$ cat src/rtl/cec_tx_pkg.sv
package cec_tx_pkg;

  typedef enum logic [1:0] {
    TXR_OK     = 2'd0,
    TXR_NACK   = 2'd1,
    TXR_ARB    = 2'd2,
    TXR_LOWDRV = 2'd3
  } tx_result_e;

  typedef enum logic [2:0] {
    PH_IDLE,
    PH_FREE,
    PH_LOW,
    PH_HIGH,
    PH_DRAIN
  } tx_phase_e;

endpackage

$ cat src/rtl/cec_free_meter.sv
module cec_free_meter #(
  parameter int unsigned BIT_US = 2400,
  parameter int unsigned CNT_W  = 4
) (
  input  logic             clk,
  input  logic             rst_n,
  input  logic             tick,
  input  logic             enable,
  input  logic             line_high,
  output logic [CNT_W-1:0] free_periods
);
  localparam int unsigned UW = (BIT_US > 1) ? $clog2(BIT_US) : 1;

  logic [UW-1:0]    us_q, us_d;
  logic [CNT_W-1:0] per_q, per_d;

  always_comb begin
    us_d  = us_q;
    per_d = per_q;
    if (!enable || !line_high) begin
      us_d  = '0;
      per_d = '0;
    end else if (tick) begin
      if (us_q == UW'(BIT_US - 1)) begin
        us_d = '0;
        if (per_q != {CNT_W{1'b1}}) per_d = per_q + 1'b1;
      end else begin
        us_d = us_q + 1'b1;
      end
    end
  end

  always_ff @(posedge clk or negedge rst_n) begin
    if (!rst_n) begin
      us_q  <= '0;
      per_q <= '0;
    end else begin
      us_q  <= us_d;
      per_q <= per_d;
    end
  end

  assign free_periods = per_q;


  periods_monotone_chk: assert property (@(posedge clk) disable iff (!rst_n)
    (enable && line_high) |=> (free_periods >= $past(free_periods)));

endmodule

$ cat src/rtl/cec_slot_timer.sv
module cec_slot_timer #(
  parameter int unsigned TW = 13
) (
  input  logic          clk,
  input  logic          rst_n,
  input  logic          tick,
  input  logic          restart,
  output logic [TW-1:0] elapsed
);
  logic [TW-1:0] el_q, el_d;

  always_comb begin
    el_d = el_q;
    if (restart)   el_d = '0;
    else if (tick) el_d = el_q + 1'b1;
  end

  always_ff @(posedge clk or negedge rst_n) begin
    if (!rst_n) el_q <= '0;
    else        el_q <= el_d;
  end

  assign elapsed = el_q;

endmodule

$ cat src/rtl/cec_slot_seq.sv
module cec_slot_seq #(
  parameter int unsigned BYTE_W = 4
) (
  input  logic              clk,
  input  logic              rst_n,
  input  logic              clear,
  input  logic              advance,
  output logic              in_start,
  output logic [BYTE_W-1:0] byte_idx,
  output logic [3:0]        bit_idx
);
  logic              st_q, st_d;
  logic [BYTE_W-1:0] by_q, by_d;
  logic [3:0]        bi_q, bi_d;

  always_comb begin
    st_d = st_q;
    by_d = by_q;
    bi_d = bi_q;
    if (clear) begin
      st_d = 1'b1;
      by_d = '0;
      bi_d = '0;
    end else if (advance) begin
      if (st_q) begin
        st_d = 1'b0;
      end else if (bi_q == 4'd9) begin
        bi_d = '0;
        by_d = by_q + 1'b1;
      end else begin
        bi_d = bi_q + 1'b1;
      end
    end
  end

  always_ff @(posedge clk or negedge rst_n) begin
    if (!rst_n) begin
      st_q <= 1'b1;
      by_q <= '0;
      bi_q <= '0;
    end else begin
      st_q <= st_d;
      by_q <= by_d;
      bi_q <= bi_d;
    end
  end

  assign in_start = st_q;
  assign byte_idx = by_q;
  assign bit_idx  = bi_q;


  slot_range_chk: assert property (@(posedge clk) disable iff (!rst_n)
    bit_idx <= 4'd9);

endmodule

$ cat src/rtl/cec_frame_tx.sv
module cec_frame_tx
  import cec_tx_pkg::*;
#(
  parameter int unsigned MAX_BYTES      = 16,
  parameter int unsigned START_LOW_US   = 3700,
  parameter int unsigned START_TOTAL_US = 4500,
  parameter int unsigned ZERO_LOW_US    = 1500,
  parameter int unsigned ONE_LOW_US     = 600,
  parameter int unsigned BIT_TOTAL_US   = 2400,
  parameter int unsigned SAMPLE_US      = 850,
  parameter int unsigned NEW_INIT_SFT   = 5,
  parameter int unsigned SFT_W          = 4,
  localparam int unsigned LEN_W         = $clog2(MAX_BYTES + 1)
) (
  input  logic                   clk,
  input  logic                   rst_n,
  input  logic                   tick_us,
  input  logic                   tx_go,
  input  logic [LEN_W-1:0]       tx_len,
  input  logic [MAX_BYTES*8-1:0] tx_bytes,
  input  logic [SFT_W-1:0]       tx_sft,
  input  logic                   line_in,
  output logic                   line_pull,
  output logic                   tx_busy,
  output logic                   tx_done,
  output logic [1:0]             tx_result
);
  localparam int unsigned BYTE_W = (MAX_BYTES > 1) ? $clog2(MAX_BYTES) : 1;
  localparam int unsigned T_MAX  = (START_TOTAL_US > BIT_TOTAL_US) ? START_TOTAL_US : BIT_TOTAL_US;
  localparam int unsigned TW     = $clog2(T_MAX + 1);

  // reset: asserted asynchronously, released on a clock edge
  logic [1:0] rsync_q;
  logic       srst_n;
  always_ff @(posedge clk or negedge rst_n) begin
    if (!rst_n) rsync_q <= '0;
    else        rsync_q <= {rsync_q[0], 1'b1};
  end
  assign srst_n = rsync_q[1];

  tx_phase_e        phase_q, phase_d;
  logic [SFT_W-1:0] sft_q, sft_d;
  tx_result_e       res_q, res_d;
  logic             done_q, done_d;
  logic             ack_q, ack_d;

  logic              restart, seq_clear, seq_adv;
  logic [TW-1:0]     elapsed, el_inc, low_len, tot_len;
  logic [SFT_W-1:0]  free_periods;
  logic              in_start;
  logic [BYTE_W-1:0] byte_idx;
  logic [3:0]        bit_idx;

  cec_free_meter #(.BIT_US(BIT_TOTAL_US), .CNT_W(SFT_W)) u_free (
    .clk(clk), .rst_n(srst_n), .tick(tick_us),
    .enable(phase_q == PH_FREE), .line_high(line_in),
    .free_periods(free_periods)
  );

  cec_slot_timer #(.TW(TW)) u_timer (
    .clk(clk), .rst_n(srst_n), .tick(tick_us),
    .restart(restart), .elapsed(elapsed)
  );

  cec_slot_seq #(.BYTE_W(BYTE_W)) u_seq (
    .clk(clk), .rst_n(srst_n), .clear(seq_clear), .advance(seq_adv),
    .in_start(in_start), .byte_idx(byte_idx), .bit_idx(bit_idx)
  );

  // current slot decode
  logic [7:0] cur_byte;
  logic       last_byte, bit_val, is_ack, arb_slot, bcast;
  logic       hit_low, hit_sample, hit_end;

  always_comb begin
    cur_byte  = tx_bytes[{byte_idx, 3'b000} +: 8];
    last_byte = (LEN_W'(byte_idx) + LEN_W'(1)) == tx_len;
    if (bit_idx < 4'd8)       bit_val = cur_byte[3'd7 - bit_idx[2:0]];
    else if (bit_idx == 4'd8) bit_val = last_byte;
    else                      bit_val = 1'b1;
    is_ack   = !in_start && (bit_idx == 4'd9);
    arb_slot = !in_start && (byte_idx == '0) && (bit_idx < 4'd4) && bit_val;
    bcast    = (tx_bytes[3:0] == 4'hF);
    if (in_start)     low_len = TW'(START_LOW_US);
    else if (bit_val) low_len = TW'(ONE_LOW_US);
    else              low_len = TW'(ZERO_LOW_US);
    tot_len    = in_start ? TW'(START_TOTAL_US) : TW'(BIT_TOTAL_US);
    el_inc     = elapsed + 1'b1;
    hit_low    = tick_us && (el_inc == low_len);
    hit_sample = tick_us && (el_inc == TW'(SAMPLE_US));
    hit_end    = tick_us && (el_inc == tot_len);
  end

  // next-state
  always_comb begin
    phase_d   = phase_q;
    sft_d     = sft_q;
    res_d     = res_q;
    ack_d     = ack_q;
    done_d    = 1'b0;
    seq_clear = 1'b0;
    seq_adv   = 1'b0;
    restart   = !(phase_q == PH_LOW || phase_q == PH_HIGH);
    case (phase_q)
      PH_IDLE: begin
        if (tx_go) begin
          phase_d   = PH_FREE;
          sft_d     = tx_sft;
          seq_clear = 1'b1;
        end
      end
      PH_FREE: begin
        if (!line_in) begin
          if (sft_q > SFT_W'(NEW_INIT_SFT)) sft_d = SFT_W'(NEW_INIT_SFT);
        end else if (free_periods >= sft_q) begin
          phase_d = PH_LOW;
          restart = 1'b1;
        end
      end
      PH_LOW: begin
        if (hit_low) phase_d = PH_HIGH;
      end
      PH_HIGH: begin
        if (hit_sample && arb_slot && !line_in) begin
          res_d   = TXR_ARB;
          done_d  = 1'b1;
          phase_d = PH_IDLE;
        end else begin
          if (hit_sample && is_ack) ack_d = bcast ? line_in : !line_in;
          if (hit_end) begin
            if (is_ack && !ack_q) begin
              res_d   = TXR_NACK;
              done_d  = 1'b1;
              phase_d = PH_IDLE;
            end else if (!in_start && !line_in) begin
              res_d   = TXR_LOWDRV;
              done_d  = 1'b1;
              phase_d = PH_DRAIN;
            end else if (is_ack && last_byte) begin
              res_d   = TXR_OK;
              done_d  = 1'b1;
              phase_d = PH_IDLE;
            end else begin
              phase_d = PH_LOW;
              restart = 1'b1;
              seq_adv = 1'b1;
            end
          end
        end
      end
      PH_DRAIN: begin
        if (line_in) phase_d = PH_IDLE;
      end
      default: phase_d = PH_IDLE;
    endcase
  end

  always_ff @(posedge clk or negedge srst_n) begin
    if (!srst_n) begin
      phase_q <= PH_IDLE;
      sft_q   <= '0;
      res_q   <= TXR_OK;
      done_q  <= 1'b0;
      ack_q   <= 1'b0;
    end else begin
      phase_q <= phase_d;
      sft_q   <= sft_d;
      res_q   <= res_d;
      done_q  <= done_d;
      ack_q   <= ack_d;
    end
  end

  assign line_pull = (phase_q == PH_LOW);
  assign tx_busy   = (phase_q != PH_IDLE);
  assign tx_done   = done_q;
  assign tx_result = res_q;


  pull_window_chk: assert property (@(posedge clk) disable iff (!srst_n)
    line_pull |-> (elapsed < low_len));


  done_pulse_chk: assert property (@(posedge clk) disable iff (!srst_n)
    tx_done |=> !tx_done);


  arb_early_chk: assert property (@(posedge clk) disable iff (!srst_n)
    (tx_done && tx_result == TXR_ARB) |-> (!in_start && byte_idx == '0 && bit_idx < 4'd4));


  ok_last_chk: assert property (@(posedge clk) disable iff (!srst_n)
    (tx_done && tx_result == TXR_OK) |-> (bit_idx == 4'd9 && last_byte));


  sft_cap_chk: assert property (@(posedge clk) disable iff (!srst_n)
    (phase_q == PH_FREE && !line_in) |=>
      ((sft_q <= SFT_W'(NEW_INIT_SFT)) || (sft_q == $past(sft_q))));

endmodule

$ cat config.mk
export PLATFORM = sky130hd
export DESIGN_NAME = cec_frame_tx
export DESIGN_NICKNAME = d
export VERILOG_FILES = /design/src/rtl/cec_tx_pkg.sv /design/src/rtl/cec_free_meter.sv /design/src/rtl/cec_slot_timer.sv /design/src/rtl/cec_slot_seq.sv /design/src/rtl/cec_frame_tx.sv
export SDC_FILE = /design/constraint.sdc
export NUM_CORES = 1
export LEC_CHECK = 0
export BUFFER_PORTS_ARGS = -buffer_cell sky130_fd_sc_hd__buf_2
export CAP_MARGIN = 20
export CORE_MARGIN = 3
export CORE_UTILIZATION = 38
export DETAILED_ROUTE_END_ITERATION = 10
export GPL_ROUTABILITY_DRIVEN = 0
export SYNTH_ARGS = -nofsm -noshare
export SYNTH_HDL_FRONTEND = slang
export SYNTH_SLANG_ARGS = --single-unit
$ cat constraint.sdc
create_clock -name clk -period 1.72 [get_ports clk]
set_input_delay 0 -clock clk [delete_from_list [all_inputs] [get_ports clk]]
set_output_delay 0 -clock clk [all_outputs]
set_load 0.005 [all_outputs]
# [Word-level counts from Yosys, hierarchy flattened]
# Index checks and enable logic that the tools add are counted.
# Widths: inputs -> output; s select.
[word_totals] reg_bits=51 in_bits=142 output_inout_bits=5 word_cells=156
[classes] n_addsub=7 order_cmp=5 eq_ne=22 n_shift=1 muxes=69 bitwise_logic=1 reduce_logical=39
[op_table] op="$shiftx 128x8->8" count=1
[op_table] op="$mux 4" count=15
[op_table] op="$mux 12" count=4
[op_table] op="$mux 13" count=3
[op_table] op="$mux 1" count=27
[op_table] op="$mux 3" count=9
[op_table] op="$eq 13x13->1" count=2
[op_table] op="$reduce_bool 2->1" count=8
[op_table] op="$pmux 3 s5" count=1
[op_table] op="$ne 2x2->1 const B" count=7
[op_table] op="$add 13x1->13 const B" count=1
[op_table] op="$eq 13x10->1 const B" count=1
[op_table] op="$logic_and 1x1->1" count=13
[op_table] op="$add 12x1->12 const B" count=1
[op_table] op="$add 4x1->4 const B" count=3
[op_table] op="$eq 12x12->1 const B" count=1
[op_table] op="$eq 4x4->1 const B" count=3
[op_table] op="$mux 2" count=6
[op_table] op="$reduce_and 3->1" count=4
[op_table] op="$mux 11" count=1
[op_table] op="$pmux 4 s2" count=1
[op_table] op="$eq 3x2->1 const B" count=2
[op_table] op="$reduce_and 6->1" count=1
[op_table] op="$add 4x1->5 const B" count=1
[op_table] op="23 further kinds" count=28

# [Depth between registers and ports, before layout]
# Gate-level depths: netlist of the first run.
[depth] word_depth=11 mapped_depth=13 depth_no_buf=10

# [Hierarchy]
# Synthesis of the first run repeated with hierarchy kept, for this count alone.
[hier_totals] cells_unflattened=494 hier_area_um2=4638.2
[by_module_without_submodules] module="cec_frame_tx" n_inst=1 cells_each=280 area_per_inst_um2=2571.2 seq_area_each_um2=325.3
[by_module_without_submodules] module="cec_free_meter" n_inst=1 cells_each=100 area_per_inst_um2=900.9 seq_area_each_um2=400.4
[by_module_without_submodules] module="cec_slot_timer" n_inst=1 cells_each=66 area_per_inst_um2=669.4 seq_area_each_um2=325.3
[by_module_without_submodules] module="cec_slot_seq" n_inst=1 cells_each=48 area_per_inst_um2=496.7 seq_area_each_um2=226.5

# [Worst setup path after synthesis of the first run]
# No wires, ideal clock.
[synth_path] path_type="register to register" from="reg u_timer.el_q[0] (netlist: u_timer.elapsed[0])" to="reg u_seq.by_q[2] (netlist: u_seq.byte_idx[2])" setup_ps=79 t_arrival_ps=2909 required_ps=1641 slack_ps=-1268 path_stages_with_launch=11 n_path_buf=1 period_less_slack_ps=2988 cell_sequence="dfrtp_1 > ha_1 > buf_2 > nand3_1 > o31a_1 > a311oi_1 > or4b_4 > a211oi_4 > nand4_2 > or4_1 > a21oi_1"
[synth_between] elab_chain_len=9 elab_cells_between_ends=12 cone_classes="add/sub (1); eq/ne (2); mux (3); reduce/logical (6)"
[synth_lines] element="from (decl)" line="cec_slot_timer.sv:10" text="logic [TW-1:0] el_q, el_d;"
[synth_lines] element="from (signal assigned)" line="cec_slot_timer.sv:20" text="else el_q <= el_d;"
[synth_lines] element="$add 13x1->13 (*)" line="cec_frame_tx.sv:88" text="el_inc = elapsed + 1'b1;"
[synth_lines] element="$eq 13x10->1" line="cec_frame_tx.sv:90" text="hit_sample = tick_us && (el_inc == TW'(SAMPLE_US));"
[synth_lines] element="$logic_and 1x1->1" line="cec_frame_tx.sv:90"
[synth_lines] element="$logic_and 1x1->1 (2 in series)" line="cec_frame_tx.sv:124" text="if (hit_sample && arb_slot && !line_in) begin"
[synth_lines] element="$mux 1 (*)" line="cec_frame_tx.sv:124"
[synth_lines] element="$mux 1 (*)" line="cec_frame_tx.sv:104" text="case (phase_q)"
[synth_lines] element="$reduce_bool 2->1 (no line) (*)"
[synth_lines] element="$reduce_and 3->1 (no line) (*)"
[synth_lines] element="to (signal assigned)" line="cec_slot_seq.sv:43" text="by_q <= by_d;"
[synth_lines] element="to (decl)" line="cec_slot_seq.sv:13" text="logic [BYTE_W-1:0] by_q, by_d;"
# Mark *: on every way between the ends. The rest lies on a longest branch, timed or not.
# A chain may end at the register's enable or synchronous reset.

# [Worst setup path in the final report of the first run]
[layout_path] from="reg u_timer.el_q[1] (netlist: u_timer.elapsed[1])" to="reg u_seq.bi_q[2] (netlist: u_seq.bit_idx[2])"
[layout_between] elab_chain_len=9 elab_cells_between_ends=12 cone_classes="add/sub (1); eq/ne (2); mux (3); reduce/logical (6)"
[layout_lines] element="$add 13x1->13 (*)" line="cec_frame_tx.sv:88"
[layout_lines] element="$eq 13x10->1" line="cec_frame_tx.sv:90"
[layout_lines] element="$logic_and 1x1->1" line="cec_frame_tx.sv:90"
[layout_lines] element="$logic_and 1x1->1 (2 in series)" line="cec_frame_tx.sv:124"
[layout_lines] element="$mux 1 (*)" line="cec_frame_tx.sv:124"
[layout_lines] element="$mux 1 (*)" line="cec_frame_tx.sv:104"
[layout_lines] element="$reduce_bool 2->1 (no line) (*)"
[layout_lines] element="$reduce_and 2->1 (no line) (*)"
[layout_lines] element="to (signal assigned)" line="cec_slot_seq.sv:44" text="bi_q <= bi_d;"
[layout_lines] element="to (decl)" line="cec_slot_seq.sv:14" text="logic [3:0] bi_q, bi_d;"
# Marks and branches as above.

==> impl_metrics.csv, run 1 <==
group,metric,value,unit
critical_path,cp-end-kind,"register",
status,violations,"setup timing",
clock_tree,cts_buffer_depth,2,
place,io_buffers,146,
sta,fmax,356,MHz
place,place_area,6530,um2
power_and_ir_drop,power.clock.fraction,0.227,
layout,area_delta_synth_final,59.9,%
power_and_ir_drop,power_switching,0.00157,W
power_and_ir_drop,swShare,0.341,
logic_synthesis,yosys_register_bits,51,
global_route,grt_pass1_vias,5117,
sta,worst_clock_skew,7.28,ps
clock_tree,htreeDepth,2,
sta,finalCritPeriodShare,1.63,
global_route,grt_first_pass_wirelength,23900,um
route,routed_via_density,5.40,
clock_tree,cts_tree,"built",
sta,slew_viol_final,0,
logic_synthesis,synth_edf_count,0,
power_and_ir_drop,p_comb_frac,0.467,
floorplan,die_w,115,um
logic_synthesis,syn_nets,661,
sta,rsz0062_at_grt,"true",
clock_tree,root_buffer,"clkbuf_16",
critical_path,critPathLaunchType,"register",
layout,stdcell_area,7190,um2
route,remaining_drc_errors,0,
critical_path,crit_fanout,8,
clock_tree,clock_sinks,51,
logic_synthesis,ys.flop_type,"dfrtp_1",
floorplan,initial_core_util,0.391,
critical_path,required,1940,ps
logic_synthesis,yosysWarnings,0,
global_route,overflow,0,
logic_synthesis,netlist_area,4500,um2
logic_synthesis,seq_area_frac_synth,0.284,
place,place_hpwl,11900,um
logic_synthesis,synth_top_area_share,0.278,
route,drt_iter0_markers,173,
logic_synthesis,synth.avg_cell_area,8.85,um2
sta,finalSetupViolCount,37,
floorplan,rows,39,
floorplan,fp.coreArea,11500,um2
clock_tree,cts_made_buffers,5,
logic_synthesis,yosys.area.top_type,"dfrtp_1",
place,pre_cts_slack,-1220,ps
logic_synthesis,synthArstFlopShare,1.00,
global_route,grt_max_degree,37,
power_and_ir_drop,power_leakage,3.24,nW
floorplan,io_pins,147,
sta,fin_crit,2810,ps
sta,final.setup.worst_slack,-1090,ps
power_and_ir_drop,power,0.00459,W
worst_hold_path,worstHoldPathType,"input pin to asynchronous set/reset pin",
power_and_ir_drop,power.internal,0.00302,W
power_and_ir_drop,power_frac_seq,0.307,
power_and_ir_drop,p_per_area,638,nW/um2
route,ant_nets,0,
route,wl,15400,um
floorplan,die_y,115,um
layout,final_nets,957,
power_and_ir_drop,ir_drop,0.523,mV
route,dr.pass1.iters,4,
run,cap_violations,0,
logic_synthesis,synth_cell_types,60,
sta,hold_violations,0,
layout,drive_gt1_frac,0.518,
critical_path,arrival,3030,ps
route,vias,5115,
floorplan,dieArea,13200,um2
sta,hold_ws,11.2,ps
clock_tree,insertion_delay,290,ps
layout,diodes,0,
route,wl_per_cell,16.2,um
clock_tree,clkTransAtPathRegs,70,ps
critical_path,path_class,"register to register",
global_route,grtUsageTotal,0.220,
logic_synthesis,postSynthCellCount,508,
global_route,antenna_found_initial,0,
logic_synthesis,synthTopCellsByArea,"dfrtp_1 28%, mux4_2 9.0%, mux2i_1 8.5%",
status,outcome,"finished with violations",
==> sequential cells by signal, indices dropped and copies added (netlist names) <==
register	flops
u_seq.bit_idx	4
u_seq.in_start	1
u_free.us_q	12
u_seq.byte_idx	4
sft_q	4
tx_result	2
rsync_q	2
tx_done	1
ack_q	1
u_timer.elapsed	13
u_free.free_periods	4
phase_q	3
==> cell usage after synthesis, drive strengths merged (12+ instances only) <==
cell type,n
nand4,15
nor2b,13
mux4,18
buf,17
o21ai,22
mux2i,38
nand2,42
inv,20
nor3,12
clkbuf,13
dfrtp,50
nand3,31
xnor2,12
nor2,49
xor2,18
==> per-stage QoR <==
step / TNS [ps] / instances / util
floorplan: -28590 / 508 / -
finish: -29920 / 948 / 0.625
CTS: -30260 / 939 / 0.608
global route: -34920 / 948 / 0.625
detailed placement: -34620 / 911 / 0.567
global placement: -32110 / 911 / 0.567
==> worst paths after layout <==
kind	from	end	slack (ps)	cells past startpoint
min in group clk	line_in	phase_q[2]	140	3
max reg2reg	u_timer.elapsed[1]	u_seq.bit_idx[2]	-1090	10
max in group asynchronous	rsync_q[1]	u_seq.in_start	980	1
max	u_timer.elapsed[1]	u_seq.bit_idx[2]	-1090	10
min reg2reg	rsync_q[1]	u_timer.elapsed[12]	170	0
min	rst_n	rsync_q[0]	10	2
==> metal layers <==
metal  up-vias  wire length [um]  track usage
li1       2488                 -            -
met1      2455              6310        0.264
met2       146              8020        0.408
met3        26               784       0.0332
met4         0               284       0.0634
met5         -                 0            0
==> worst max-delay path, cell delays in order, from the launching register on <==
cell	delay [ps]
dfrtp_1	400
buf_4	180
and4_4	250
nor4b_4	240
xnor2_2	120
or4b_4	550
a211oi_4	290
nand3_1	150
buf_6	170
or3_1	330
o21ai_1	70
==> kinds of logic (layout without fill, tap and decap cells) <==
kind of cell / count (synthesis) / after routing / share of synthesized area
AO/OA/AOI/OAI: 97 / 97 / 0.152
XOR/XNOR: 30 / 30 / 0.0584
adder cells (fa/ha/maj): 11 / 11 / 0.0306
buffers and inverters: 50 / 347 / 0.0451
flip-flops: 51 / 51 / 0.284
multiplexers: 57 / 57 / 0.177
other: 1 / 1 / 0.000834
AND/OR/NAND/NOR: 211 / 211 / 0.252
==> cell usage in the layout, fill, tap and decap left out, drive strengths merged, types with 12 or more instances in the layout <==
| cell | count |
|---|---|
| buf | 313 |
| dfrtp | 50 |
| nor2 | 49 |
| nand2 | 42 |
| mux2i | 38 |
| nand3 | 31 |
| inv | 22 |
| o21ai | 22 |
| xor2 | 18 |
| mux4 | 18 |
| nand4 | 15 |
| nor2b | 13 |
| nor3 | 12 |
| xnor2 | 12 |
==> power by group through the flow <==
| stage | logic (W) | registers, W | clock network, W |
|---|---|---|---|
| 2_1_floorplan | 0.000817 | 0.00143 | 0 |
| 3_3_place_gp | 0.00166 | 0.00141 | 0 |
| 3_5_place_dp | 0.00170 | 0.00142 | 0 |
| 4_1_cts | 0.00198 | 0.00140 | 0.00107 |
| 5_1_grt | 0.00234 | 0.00142 | 0.00112 |
| 6_report | 0.00214 | 0.00141 | 0.00104 |
==> timing repair <==
action / 4_1_cts / 5_1_grt
hold buffers: 5 / 0
hold endpoints to repair: 6 / 0
resized for setup: 44 / 34
setup endpoints to repair: 39 / 42
pin swaps: 29 / 21
buffers inserted: 16 / 10
==> layout make-up <==
| class | instances | area [um2] |
|---|---|---|
| fill | 973 | 4320 |
| multi-input combinational | 407 | 3350 |
| timing repair buffer | 319 | 2150 |
| sequential | 51 | 1290 |
| tap | 143 | 179 |
| clock buffer | 5 | 125 |
| inverter | 20 | 75.1 |
| clock inverter | 3 | 26.3 |
No activity file was read; power rests on OpenSTA's default activity.
==> run 2, diff against run 1 <==
--- a/config.mk
+++ b/config.mk
@@ -11,6 +11,7 @@
 export CORE_UTILIZATION = 38
 export DETAILED_ROUTE_END_ITERATION = 10
 export GPL_ROUTABILITY_DRIVEN = 0
+export SKIP_CTS_REPAIR_TIMING = 1
 export SYNTH_ARGS = -nofsm -noshare
 export SYNTH_HDL_FRONTEND = slang
 export SYNTH_SLANG_ARGS = --single-unit
==> run 2 against run 1 <==
The run still ends with setup timing left. Highest routed layer unchanged. Register-to-register slack worse by 90 ps. Flip-flop and latch count stayed put. Die area did not move. Largest cell class unchanged. Fmax is 3.2% lower. Design area decreased by 0.43%. Power barely moved. Final cell count decreased by 0.32%. Via count increased by 0.37%. Routed wire length decreased by 0.74%. Non-clock buffer count down 3. Clock power barely moved. Worst hold slack improved by 2.6 ps.
==> impl_metrics.csv, run 2 (synthesis gave the netlist of run 1 again) <==
group,metric,value,unit
sta,final.setup.worst_slack,-1180,ps
layout,stdcell_area,7160,um2
power_and_ir_drop,swShare,0.339,
clock_tree,cts_tree,"built",
global_route,grt_first_pass_wirelength,23000,um
route,wl_per_cell,16.2,um
place,placedCellCount,911,
critical_path,crit_slowest_cell,"or4_4",
route,remaining_drc_errors,0,
critical_path,required,1940,ps
route,wl,15300,um
clock_tree,cts_buffer_depth,2,
power_and_ir_drop,power_frac_seq,0.308,
sta,rsz0062_at_grt,"true",
critical_path,cp_common_cell,"buf_6",
status,outcome,"finished with violations",
layout,largest_reg_flops,13,
critical_path,cp-end-kind,"register",
floorplan,die_y,115,um
place,place_area,6530,um2
sta,fin_crit,2900,ps
layout,diodes,0,
route,routed_via_density,5.43,
sta,timing.slew.headroom,0.637,
clock_tree,cts_made_buffers,5,
layout,fillers,994,
route,ant_nets,0,
critical_path,arrival,3130,ps
critical_path,r2r-start,"u_seq.byte_idx[0]",
route,vias,5134,
place,pre_cts_slack,-1220,ps
sta,slew_viol_final,0,
floorplan,die_w,115,um
worst_hold_path,worstHoldPathType,"input pin to asynchronous set/reset pin",
layout,final_cell_mix,"151 x buf_4, 146 x buf_2, 45 x nor2_1",
floorplan,fp.coreArea,11500,um2
layout,final_core_util,0.622,
run,cap_violations,0,
layout,area_delta_synth_final,59.2,%
global_route,grt_pass1_vias,4968,
sta,tightest_slew,537,ps
critical_path,critPathLaunchType,"register",
power_and_ir_drop,power.internal,0.00303,W
floorplan,dieArea,13200,um2
power_and_ir_drop,power_leakage,3.25,nW
floorplan,initial_core_util,0.391,
clock_tree,root_buffer,"clkbuf_16",
power_and_ir_drop,power_switching,0.00155,W
sta,worst_clock_skew,8.78,ps
critical_path,path_class,"register to register",
global_route,grtUsageTotal,0.210,
clock_tree,clkTransAtPathRegs,70,ps
global_route,grt_max_degree,37,
layout,fin_cells,945,
power_and_ir_drop,p_per_area,640,nW/um2
clock_tree,htreeDepth,2,
power_and_ir_drop,ir_drop,0.514,mV
critical_path,max_stage_delay,540,ps
place,place_hpwl,11900,um
route,dr.pass1.iters,4,
layout,final_nets,954,
floorplan,rows,39,
sta,finalSetupViolCount,37,
clock_tree,clock_sinks,51,
place,io_buffers,146,
layout,final_common_cell,"buf_4",
sta,fmax,345,MHz
floorplan,io_pins,147,
power_and_ir_drop,p_comb_frac,0.466,
global_route,antenna_found_initial,0,
critical_path,crit_fanout,4,
route,drt_iter0_markers,183,
critical_path,crit_chain,"buf_6 -> buf_6 -> mux4_2 -> mux2i_1 -> nor2_1 -> nand4b_1 -> o2111ai_2 -> buf_4 -> nand4_2 -> or4_4 -> a21oi_2",
sta,hold_violations,0,
clock_tree,insertion_delay,290,ps
global_route,overflow,0,
sta,timing.setup.tns,-32310,ps
layout,drive_gt1_frac,0.515,
critical_path,cp-startpoint,"u_seq.byte_idx[0]",
power_and_ir_drop,power.clock.fraction,0.226,
sta,finalCritPeriodShare,1.69,
status,violations,"setup timing",
[run 2: power groups by stage]
stage | Clock (W) | Combinational [W] | Sequential, W
5_1_grt | 0.00112 | 0.00234 | 0.00142
3_5_place_dp | 0 | 0.00170 | 0.00142
3_3_place_gp | 0 | 0.00166 | 0.00141
4_1_cts | 0.00107 | 0.00172 | 0.00139
2_1_floorplan | 0 | 0.000817 | 0.00143
6_report | 0.00104 | 0.00214 | 0.00141
[run 2: final cells by class]
class | instances | area [um2] | area share
multi-input cells | 407 | 3330 | 0.465
repair buffers | 316 | 2140 | 0.299
flip-flops and latches | 51 | 1290 | 0.180
well taps | 143 | 179 | 0.0250
clock buffers | 5 | 125 | 0.0175
inverters | 20 | 75.1 | 0.0105
clock inverters | 3 | 26.3 | 0.00367
[run 2: worst paths after layout]
kind,to,slack (ps),cells after the start
setup / recovery,u_seq.byte_idx[2],-1180,11
hold / removal,rsync_q[0],10,2
setup reg to reg,u_seq.byte_idx[2],-1180,11
hold reg to reg,u_timer.elapsed[12],170,0
max in group asynchronous,u_seq.in_start,990,1
min in group clk,phase_q[2],130,3
[run 2: metal layers]
| layer | global-route usage | vias to the layer above | share of wire |
|---|---|---|---|
| met1 | 0.256 | 2473 | 0.41 |
| met2 | 0.393 | 155 | 0.52 |
| met4 | 0.0493 | 0 | 0.017 |
| met5 | 0 | - | 0 |
| met3 | 0.0295 | 22 | 0.053 |
| li1 | - | 2484 | - |
[run 2: through the flow]
stage	total power (W)	hold WS, ps
after floorplan	0.00224	-296
after global placement	0.00307	-215
after detailed placement	0.00312	-213
after CTS	0.00417	-524
after global routing	0.00489	15.7
final	0.00459	13.8
[run 2: worst max-delay path: cells and delay by family (launching register included)]
kind	cells	cell delay, ps
buf+inv	3	380
simple gates	4	960
mux	2	600
flops	1	510
compound gates	2	380
==> run 3, diff against run 2 <==
--- a/config.mk
+++ b/config.mk
@@ -11,6 +11,7 @@
 export CORE_UTILIZATION = 38
 export DETAILED_ROUTE_END_ITERATION = 10
 export GPL_ROUTABILITY_DRIVEN = 0
+export RECOVER_POWER = 100
 export SKIP_CTS_REPAIR_TIMING = 1
 export SYNTH_ARGS = -nofsm -noshare
 export SYNTH_HDL_FRONTEND = slang
==> run 3 against run 2 <==
The run still ends with setup timing left. Non-clock buffer count stayed put. Setup slack improved by 12 ps. First-iteration DRC count is 2.2% higher. Final cell count did not move. Core utilization shrank 0.28 points. Clock power about the same. Design area is 0.45% lower. Global-route usage unchanged. Clock-buffer cell count stayed put. Power decreased by 0.60%. Routed wire length hardly changed. Critical path type unchanged. Largest power group unchanged.
==> impl_metrics.csv, run 3 (synthesis gave the netlist of run 1 again) <==
group,metric,value,unit
global_route,grt_first_pass_wirelength,23000,um
floorplan,rows,39,
global_route,antenna_found_initial,0,
critical_path,cp_common_cell,"buf_6",
layout,area_delta_synth_final,58.5,%
layout,fillers,1005,
layout,largest_reg_flops,13,
critical_path,crit_fanout,4,
sta,worst_clock_skew,8.35,ps
place,place_hpwl,11900,um
floorplan,fp.coreArea,11500,um2
floorplan,initial_core_util,0.391,
layout,final_cell_mix,"147 x buf_4, 143 x buf_2, 47 x nor2_1",
layout,diodes,0,
power_and_ir_drop,p_per_area,640,nW/um2
critical_path,critPathBufInv,3,
power_and_ir_drop,power.internal,0.00301,W
clock_tree,clock_sinks,51,
clock_tree,root_buffer,"clkbuf_16",
floorplan,die_y,115,um
critical_path,required,1940,ps
sta,fin_crit,2890,ps
place,pre_cts_slack,-1220,ps
floorplan,dieArea,13200,um2
clock_tree,htreeDepth,2,
sta,slew_viol_final,0,
sta,fmax,346,MHz
layout,fin_cells,945,
critical_path,r2r_slack,-1170,ps
power_and_ir_drop,power_switching,0.00155,W
place,placedCellCount,911,
global_route,use_met1,0.256,
critical_path,arrival,3110,ps
status,violations,"setup timing",
route,wl,15300,um
clock_tree,clkTransAtPathRegs,70,ps
global_route,met2_usage,0.393,
clock_tree,cts_buffer_depth,2,
global_route,grt_max_degree,37,
sta,timing.setup.tns,-32300,ps
global_route,met3_usage,0.0295,
global_route,overflow,0,
route,dr.pass1.iters,4,
sta,hold_violations,0,
power_and_ir_drop,power.clock.fraction,0.227,
global_route,busiest_layer,"met2",
worst_hold_path,worstHoldPathType,"input pin to asynchronous set/reset pin",
floorplan,die_w,115,um
route,remaining_drc_errors,0,
route,drt_iter0_markers,187,
critical_path,crit_chain,"buf_6 -> buf_6 -> mux4_2 -> mux2i_1 -> nor2_1 -> nand4b_1 -> o2111ai_2 -> buf_4 -> nand4_2 -> or4_4 -> a21oi_2",
power_and_ir_drop,p_comb_frac,0.464,
critical_path,path_delay_family,"simple AND/OR/NAND/NOR gates",
critical_path,crit_slowest_cell,"or4_4",
route,wl_per_cell,16.2,um
sta,tightest_slew,936,ps
layout,multi_input_area,3320,um2
critical_path,max_stage_delay,540,ps
critical_path,cp-end-kind,"register",
run,cap_violations,0,
sta,final.setup.worst_slack,-1170,ps
sta,timing.slew.headroom,0.376,
layout,drive_gt1_frac,0.505,
power_and_ir_drop,swShare,0.340,
power_and_ir_drop,power_frac_seq,0.309,
global_route,grt_pass1_vias,4968,
power_and_ir_drop,ir_drop,0.512,mV
floorplan,io_pins,147,
sta,rsz0062_at_grt,"true",
critical_path,path_class,"register to register",
clock_tree,cts_made_buffers,5,
sta,finalSetupViolCount,43,
route,ant_nets,0,
status,outcome,"finished with violations",
route,routed_via_density,5.41,
layout,final_common_cell,"buf_4",
layout,final_core_util,0.619,
global_route,grtUsageTotal,0.210,
place,io_buffers,146,
layout,regArea,1290,um2
clock_tree,insertion_delay,290,ps
clock_tree,cts_tree,"built",
route,vias,5117,
critical_path,critPathLaunchType,"register",
sta,finalCritPeriodShare,1.68,
power_and_ir_drop,power_leakage,3.23,nW
layout,final_nets,954,
run 3: cell count changes in the layout (fill, tap and decap cells not counted), sizes merged:
cell    previous run  this run
buf              310       302
clkbuf             6        14
run 3: layer usage:
metal / routed length (um) / up-vias / share of wire
met2: 7980 / 153 / 0.52
met3: 858 / 20 / 0.056
li1: - / 2485 / -
met4: 240 / 0 / 0.016
met1: 6220 / 2459 / 0.41
met5: 0 / - / 0
run 3: stage by stage:
| stage | hold slack [ps] | total power [W] | instance area (um2) |
|---|---|---|---|
| floorplan | -296 | 0.00224 | 4640 |
| global placement | -215 | 0.00307 | 6530 |
| detailed placement | -213 | 0.00312 | 6530 |
| CTS | -524 | 0.00417 | 6680 |
| global route | 26.3 | 0.00486 | 7130 |
| finish | 16.0 | 0.00456 | 7130 |
run 3: final timing paths:
path / from / endpoint / cells after the start
setup / recovery: u_seq.byte_idx[0] / u_seq.byte_idx[2] / 11
hold / removal: rst_n / rsync_q[0] / 2
setup reg to reg: u_seq.byte_idx[0] / u_seq.byte_idx[2] / 11
hold reg to reg: rsync_q[1] / u_timer.elapsed[12] / 0
max in group asynchronous: rsync_q[1] / u_seq.byte_idx[0] / 1
min in group clk: line_in / phase_q[2] / 3
run 3: power by group through the flow:
stage	Combinational (W)	Sequential, W	Clock, W
finish	0.00211	0.00141	0.00103
global route	0.00232	0.00142	0.00112
CTS	0.00172	0.00139	0.00107
detailed placement	0.00170	0.00142	0
global placement	0.00166	0.00141	0
floorplan	0.000817	0.00143	0
run 3: layout make-up:
type / count / share of cell area
repair buffers: 316 / 0.296
multi-input cells: 407 / 0.466
flip-flops and latches: 51 / 0.181
well taps: 143 / 0.0251
clock inverters: 3 / 0.00369
inverters: 20 / 0.0105
clock buffers: 5 / 0.0176
